--- src/rtl/pps_pkg.sv ---
package pps_pkg;
  typedef enum logic [2:0] {
    ST_START = 3'd0,
    ST_PANEL = 3'd1,
    ST_LVDS  = 3'd2,
    ST_BLVDD = 3'd3,
    ST_PWM   = 3'd4,
    ST_BLEN  = 3'd5,
    ST_DONE  = 3'd6,
    ST_ERR   = 3'd7
  } stage_e;

  localparam int unsigned NUM_RUN   = 6;  // stages that execute (start..backlight enable)
  localparam int unsigned NUM_GPIO  = 4;
  localparam int unsigned DUTY_W    = 8;
  localparam int unsigned DIV_W     = 4;
  localparam int unsigned HZ_W      = 16;
  localparam logic [DUTY_W-1:0] PWM_DUTY = 8'hDF;
  localparam logic [DIV_W-1:0]  PWM_DIV  = 4'd1;
  localparam logic [HZ_W-1:0]   PWM_HZ   = 16'd32768;

  // stage index that drives optional line g
  function automatic int unsigned gpio_stage(int unsigned g);
    return (g < 3) ? g + 1 : 5;
  endfunction
endpackage

--- src/rtl/pps_ms_timer.sv ---
module pps_ms_timer #(
  parameter int unsigned TICKS = 8,
  parameter int unsigned DLY_W = 16
) (
  input  logic             clk_i,
  input  logic             rst_ni,
  input  logic             load_i,
  input  logic [DLY_W-1:0] val_i,
  output logic             expired_o
);
  localparam int unsigned PRE_W = (TICKS > 1) ? $clog2(TICKS) : 1;
  localparam logic [PRE_W-1:0] PRE_LAST = PRE_W'(TICKS - 1);

  logic [PRE_W-1:0] pre_q;
  logic [DLY_W-1:0] rem_q;

  always_ff @(posedge clk_i or negedge rst_ni) begin
    if (!rst_ni) begin
      pre_q <= '0;
      rem_q <= '0;
    end else if (load_i) begin
      pre_q <= '0;
      rem_q <= val_i;
    end else if (rem_q != '0) begin
      if (pre_q == PRE_LAST) begin
        pre_q <= '0;
        rem_q <= rem_q - 1'b1;
      end else begin
        pre_q <= pre_q + 1'b1;
      end
    end
  end

  assign expired_o = (rem_q == '0);

  p_count_down_r3: assert property (@(posedge clk_i) disable iff (!rst_ni)
    (!load_i && rem_q != '0) |=> (rem_q == $past(rem_q) || rem_q == $past(rem_q) - 1'b1));
  p_prescale_bound_r3: assert property (@(posedge clk_i) disable iff (!rst_ni)
    pre_q <= PRE_LAST);
endmodule

--- src/rtl/pps_ctrl.sv ---
module pps_ctrl
  import pps_pkg::*;
#(
  parameter int unsigned NUM_DLY = 4,
  parameter int unsigned DLY_W   = 16
) (
  input  logic                     clk_i,
  input  logic                     rst_ni,
  input  logic                     req_i,
  input  logic                     run_all_i,
  input  logic                     fail_i,
  input  logic                     expired_i,
  input  logic [NUM_DLY*DLY_W-1:0] dly_i,
  output logic                     load_o,
  output logic [DLY_W-1:0]         load_val_o,
  output logic [NUM_RUN-1:0]       run_o,
  output logic                     done_o,
  output logic                     err_o
);
  stage_e cur_q;
  logic   auto_q;
  logic   active, at_start, fire, fail_now, adv;

  always_comb begin
    active   = (cur_q != ST_DONE) && (cur_q != ST_ERR);
    at_start = (cur_q == ST_START);
    fire     = active && (at_start ? req_i : ((req_i || auto_q) && expired_i));
    fail_now = fire && at_start && fail_i;
    adv      = fire && !fail_now;
  end

  always_comb begin
    load_val_o = '0;
    for (int k = 0; k < NUM_DLY; k++) begin
      if (32'(cur_q) == k) load_val_o = dly_i[k*DLY_W +: DLY_W];
    end
  end

  always_comb begin
    for (int k = 0; k < NUM_RUN; k++) run_o[k] = adv && (32'(cur_q) == k);
  end

  assign load_o = adv;
  assign done_o = (cur_q == ST_DONE);
  assign err_o  = (cur_q == ST_ERR);

  always_ff @(posedge clk_i or negedge rst_ni) begin
    if (!rst_ni) begin
      cur_q  <= ST_START;
      auto_q <= 1'b0;
    end else begin
      if (fail_now)  cur_q <= ST_ERR;
      else if (adv)  cur_q <= stage_e'(3'(cur_q) + 3'd1);
      if (!active)                    auto_q <= 1'b0;
      else if (req_i && run_all_i)    auto_q <= 1'b1;
    end
  end

  p_hold_while_busy_r6: assert property (@(posedge clk_i) disable iff (!rst_ni)
    (cur_q != ST_START && !expired_i) |=> $stable(cur_q));
  p_step_by_one_r1: assert property (@(posedge clk_i) disable iff (!rst_ni)
    !$stable(cur_q) |-> (cur_q == ST_ERR || 3'(cur_q) == 3'($past(cur_q)) + 3'd1));
  p_done_sticky_r9: assert property (@(posedge clk_i) disable iff (!rst_ni)
    (cur_q == ST_DONE) |=> (cur_q == ST_DONE));
  p_err_sticky_r10: assert property (@(posedge clk_i) disable iff (!rst_ni)
    (cur_q == ST_ERR) |=> (cur_q == ST_ERR));
  p_polled_idle_r6: assert property (@(posedge clk_i) disable iff (!rst_ni)
    (!req_i && !auto_q) |=> $stable(cur_q));
endmodule

--- src/rtl/pps_outputs.sv ---
module pps_outputs
  import pps_pkg::*;
(
  input  logic                clk_i,
  input  logic                rst_ni,
  input  logic [NUM_RUN-1:0]  run_i,
  input  logic [NUM_GPIO-1:0] present_i,
  output logic [NUM_GPIO-1:0] gpio_o,
  output logic                pwm_o
);
  logic [NUM_GPIO-1:0] gpio_q;
  logic                pwm_q;

  for (genvar g = 0; g < NUM_GPIO; g++) begin : g_line
    localparam int unsigned STG = gpio_stage(g);
    always_ff @(posedge clk_i or negedge rst_ni) begin
      if (!rst_ni) gpio_q[g] <= 1'b0;
      else if (run_i[STG] && present_i[g]) gpio_q[g] <= 1'b1;
    end

    p_hold_high_r11: assert property (@(posedge clk_i) disable iff (!rst_ni)
      !$fell(gpio_q[g]));
    p_absent_quiet_r5: assert property (@(posedge clk_i) disable iff (!rst_ni)
      (!present_i[g] && !gpio_q[g]) |=> !gpio_q[g]);
  end

  always_ff @(posedge clk_i or negedge rst_ni) begin
    if (!rst_ni) pwm_q <= 1'b0;
    else if (run_i[ST_PWM]) pwm_q <= 1'b1;
  end

  assign gpio_o = gpio_q;
  assign pwm_o  = pwm_q;

  p_pwm_hold_r11: assert property (@(posedge clk_i) disable iff (!rst_ni) !$fell(pwm_q));
endmodule

--- src/rtl/panel_pwr_seq.sv ---
module panel_pwr_seq
  import pps_pkg::*;
#(
  parameter int unsigned CLK_HZ  = 100_000_000,
  parameter int unsigned NUM_DLY = 4,
  parameter int unsigned DLY_W   = 16
) (
  input  logic                     clk_i,
  input  logic                     rst_ni,
  input  logic                     req_i,
  input  logic                     run_all_i,
  input  logic                     start_fail_i,
  input  logic [NUM_DLY*DLY_W-1:0] dly_i,
  input  logic [3:0]               present_i,
  output logic                     panel_vdd_en_o,
  output logic                     lvds_en_o,
  output logic                     bl_vdd_en_o,
  output logic                     pwm_start_o,
  output logic [7:0]               pwm_duty_o,
  output logic [3:0]               pwm_div_o,
  output logic [15:0]              pwm_hz_o,
  output logic                     bl_en_o,
  output logic                     done_o,
  output logic                     error_o
);
  localparam int unsigned TICKS = (CLK_HZ >= 2000) ? CLK_HZ / 1000 : 1;

  logic               load, expired;
  logic [DLY_W-1:0]   load_val;
  logic [NUM_RUN-1:0] run;
  logic [NUM_GPIO-1:0] gpio;
  logic               pwm;

  pps_ctrl #(.NUM_DLY(NUM_DLY), .DLY_W(DLY_W)) i_ctrl (
    .clk_i, .rst_ni, .req_i, .run_all_i,
    .fail_i     (start_fail_i),
    .expired_i  (expired),
    .dly_i,
    .load_o     (load),
    .load_val_o (load_val),
    .run_o      (run),
    .done_o,
    .err_o      (error_o)
  );

  pps_ms_timer #(.TICKS(TICKS), .DLY_W(DLY_W)) i_timer (
    .clk_i, .rst_ni,
    .load_i    (load),
    .val_i     (load_val),
    .expired_o (expired)
  );

  pps_outputs i_outs (
    .clk_i, .rst_ni,
    .run_i     (run),
    .present_i (present_i),
    .gpio_o    (gpio),
    .pwm_o     (pwm)
  );

  assign panel_vdd_en_o = gpio[0];
  assign lvds_en_o      = gpio[1];
  assign bl_vdd_en_o    = gpio[2];
  assign bl_en_o        = gpio[3];
  assign pwm_start_o    = pwm;
  assign pwm_duty_o     = pwm ? PWM_DUTY : '0;
  assign pwm_div_o      = pwm ? PWM_DIV  : '0;
  assign pwm_hz_o       = pwm ? PWM_HZ   : '0;

  p_err_quiet_r10: assert property (@(posedge clk_i) disable iff (!rst_ni)
    error_o |-> !(panel_vdd_en_o || lvds_en_o || bl_vdd_en_o || pwm_start_o || bl_en_o));
  p_blen_with_done_r4: assert property (@(posedge clk_i) disable iff (!rst_ni)
    $rose(bl_en_o) |-> done_o);
  p_blen_after_pwm_r1: assert property (@(posedge clk_i) disable iff (!rst_ni)
    bl_en_o |-> pwm_start_o);
  p_done_has_pwm_r1: assert property (@(posedge clk_i) disable iff (!rst_ni)
    done_o |-> pwm_start_o);
endmodule

--- config.mk ---
export PLATFORM = sky130hd
export DESIGN_NAME = panel_pwr_seq
export DESIGN_NICKNAME = d
export VERILOG_FILES = /design/src/rtl/pps_pkg.sv /design/src/rtl/pps_ms_timer.sv /design/src/rtl/pps_ctrl.sv /design/src/rtl/pps_outputs.sv /design/src/rtl/panel_pwr_seq.sv
export SDC_FILE = /design/constraint.sdc
export NUM_CORES = 1
export LEC_CHECK = 0
export BUFFER_PORTS_ARGS = -buffer_cell sky130_fd_sc_hd__buf_2
export CAP_MARGIN = 30
export CORE_MARGIN = 4
export CORE_UTILIZATION = 25
export CTS_CLUSTER_SIZE = 10
export DETAILED_ROUTE_END_ITERATION = 12
export PLACE_DENSITY = 0.54
export SYNTH_ARGS = -nofsm -noshare
export SYNTH_HDL_FRONTEND = slang
export SYNTH_SLANG_ARGS = --single-unit
--- constraint.sdc ---
create_clock -name clk_i -period 2.6 [get_ports clk_i]
set_clock_uncertainty 0.2 [all_clocks]
set_input_delay 0.13 -clock clk_i [delete_from_list [all_inputs] [get_ports clk_i]]
set_output_delay 0.13 -clock clk_i [all_outputs]
set_load 0.01 [all_outputs]
==> metrics.md <==
| Metric | Value |
|---|---|
| Run status | finished clean |
| Final hold slack | 0.0208 ns |
| Layout cells sized above 1 | 27.7% |
| Largest net degree at the start of global routing | 35 |
| # setup viols final | 0 |
| Clock sink count | 42 |
| Drc violations | 0 |
| CTS buffer count | 5 |
| Crit Reg-Reg Startpoint | i_timer.pre_q[13] |
| Global routing usage on met2 | 21.0% |
| Initial core utilization | 25.7% |
| Core Region | 0.0121 mm2 |
| Worst Hold End | i_timer.rem_q[8] |
| Die width | 120 um |
| Grt total ovfl | 0 |
| # diodes | 0 |
| TritonCTS clock tree | built |
| Yosys reg bits | 42 |
| FF-to-FF path depth | 6 |
| IO buf count | 88 |
| Yosys top cell area share | 33.7% |
| Routed via count | 3132 |
| CTS max path bufs | 2 |
| Pleak | 1.78 nW |
| Worst skew pair latency | 0.28 ns |
| Postcts setup bufs | 0 |
| Worst Path Max Fanout | 17 |
| RSZ-0062 raised after global routing | true |
| Peak VDD IR | 0.313 mV |
| Post-synth EDFFs | 0 |
| First-pass GRT wire length | 14700 um |
| Post-Synthesis Cells | 363 |
| Final Routed Wirelength | 9330 um |
| Post-synthesis cell area | 0.00312 mm2 |
| Vias in the first global route | 3034 |
| Area leader, netlist | dfrtp_1 |
| Register-to-register setup slack | 0.10 ns |
| Sequential cell area | 0.00105 mm2 |
| Crit end category | flip-flop |
| Most used routing layer | met2 |
| Final TNS setup | 0 ns |
| Pre-antenna DRT Iters | 4 |
| Commonest register cell after synthesis | dfrtp_1 |
| Initial antenna violation count | 0 |
| Vias per cell | 4.94 |
| Synthesis-to-finish area growth | 30.1% |
| WS Path Type | flip-flop to flip-flop |
| Syn. warnings | 0 |
| Netlist cell types | 56 |
| Maxcap violations | 0 |
| H-tree levels | 2 |
| Die H | 120 um |
| Crit path time final | 2.50 ns |
| Routability cong. | 0.857 |
| CP Launch Type | flip-flop |
| Clk root buf | clkbuf_16 |
| Synth top area cells | dfrtp_1 (34%), buf_4 (7.0%), a221oi_1 (4.2%) |
| Footprint of the multi-input gates | 0.00181 mm2 |
| Async SR Flop Fraction | 100% |
| Tcrit/Tclk final | 96.0% |
| PnR worst setup slack | 0.104 ns |
| Final Hold Fails | 0 |
| Syn_area_per_cell | 8.58 um2 |
| Total power | 3.07 mW |
| Util after Layout | 33.5% |
| Nets@finish | 548 |
| Core Rows | 40 |
| RR Endpoint | i_timer.rem_q[6] |
| HP Class | input pin to flip-flop |
| Clock transition at path regs | 0.06 ns |
| Die ar. | 0.0143 mm2 |
| ANT nets after route | 0 |
| Placement Setup Slack | 0.115 ns |
| Sequential element share of the synthesized area | 33.7% |
| Hpwl dp | 7040 um |
| Met3 usage | 1.98% |
| Initial drt markers | 188 |
| Hold Crit Depth | 3 |
| Fillers | 1300 |
| Slew HR | 62.9% |
| Wire per inst | 14.7 um |
| Cell Pwr Density | 759 mW/mm2 |
| M1 GR Usage | 16.6% |
| Total global-route track usage | 12.3% |
| CP arrival | 2.50 ns |
| Final slew viol count | 0 |
| I/O pins | 108 |
| Worst Path Required | 2.60 ns |
| Hold Crit Start | dly_i[56] |
| Worst slew pin tran | 0.551 ns |
| Max Freq | 401 MHz |
worst max-delay path, cell delays in order (launching register included):
cell     delay (ns)
dfrtp_1        0.41
or4b_4         0.56
nor3_4         0.19
nand3_2        0.29
buf_4          0.26
or3_1          0.34
a31oi_1        0.17
where the power goes:
group	switching [mW]	leakage, nW	total (mW)	internal (mW)
clock network	0.238	0.0640	0.589	0.351
registers	0.250	0.511	1.12	0.869
logic	0.777	1.20	1.37	0.589
total	1.26	1.78	3.07	1.81
placed cells by master, fill, tap and decap left out, drive strengths merged, types with 7 or more instances in the layout:
| master | instances |
|---|---|
| a21oi | 23 |
| a221oi | 15 |
| a22oi | 16 |
| a31oi | 12 |
| buf | 106 |
| clkbuf | 7 |
| conb | 19 |
| dfrtp | 42 |
| dlygate4sd3 | 21 |
| ha | 9 |
| inv | 9 |
| nand2 | 33 |
| nand3 | 12 |
| nand4 | 9 |
| nor2 | 15 |
| nor4 | 7 |
| o21ai | 29 |
| o31ai | 10 |
| or3 | 14 |
| or4 | 13 |
metrics by stage:
| step | cells | area [um2] |
|---|---|---|
| 2_1_floorplan | 381 | 3180 |
| 3_3_place_gp | 605 | 3680 |
| 3_5_place_dp | 606 | 3690 |
| 4_1_cts | 634 | 4040 |
| 5_1_grt | 634 | 4050 |
| 6_report | 634 | 4050 |
cells in the mapped netlist, types with 3 or more instances:
library cell and number:
dfrtp_1 42, nand2_1 33, buf_4 29, o21ai_0 26, a21oi_1 23, a22oi_1 16
clkbuf_1 16, a221oi_1 15, nor2_1 15, or3_1 14, a31oi_1 12, or4_1 12
nand3_1 10, o31ai_1 10, ha_1 9, inv_1 9, nand4_1 9, a21o_1 4
a31o_2 4, nor4_1 4, a22o_1 3, o211a_1 3, o21ai_1 3
flip-flops by register name, indices dropped and copies added, names as in the netlist:
register,count
i_ctrl.auto_q,1
i_outs.pwm_o,1
i_timer.pre_q,17
i_outs.gpio_o,4
i_ctrl.cur_q,3
i_timer.rem_q,16
logic make-up (layout without fill, tap and decap cells):
kind of cell | count (synthesis) | count (layout) | share of synthesized area (%)
AO/OA/AOI/OAI | 128 | 128 | 27.7
AND/OR/NAND/NOR | 120 | 120 | 22.5
buffers and inverters | 58 | 143 | 10.8
flip-flops | 42 | 42 | 33.7
adder cells (fa/ha/maj) | 9 | 9 | 3.61
XOR/XNOR | 3 | 3 | 0.844
multiplexers | 2 | 2 | 0.683
other | 1 | 19 | 0.120
what timing repair did:
action,CTS,global route
hold buffers,21,0
resized for setup,0,3
endpoints found under the setup margin,0,5
hold endpoints to repair,38,0
worst max-delay path by stage:
stage	from	end	slack (ns)	cells past startpoint
final	i_timer.pre_q[13]	i_timer.rem_q[6]	0.10	6
after global placement	i_timer.pre_q[8]	i_timer.rem_q[6]	0.19	6
after CTS	i_timer.pre_q[13]	i_timer.rem_q[6]	0.11	6
after floorplan	i_ctrl.cur_q[0]	i_timer.pre_q[12]	0.22	9
after global routing	i_timer.pre_q[13]	i_timer.rem_q[6]	-0.01	6
after detailed placement	i_timer.pre_q[13]	i_timer.rem_q[7]	0.12	6
metal layers:
metal | share of wire (%) | vias to the layer above | routed length (um)
li1 | - | 1554 | -
met1 | 46 | 1477 | 4310
met2 | 49 | 92 | 4540
met3 | 4.5 | 9 | 422
met4 | 0.60 | 0 | 56
met5 | 0 | - | 0
area by class of cell:
class,count,share of cell area [%]
Timing Repair Buffer,127,20.1
Multi-Input combinational cell,281,44.7
Sequential cell,42,25.9
Inverter,9,0.834
Clock buffer,7,3.27
Tap cell,168,5.19
Power figures use the tool's default switching activity.
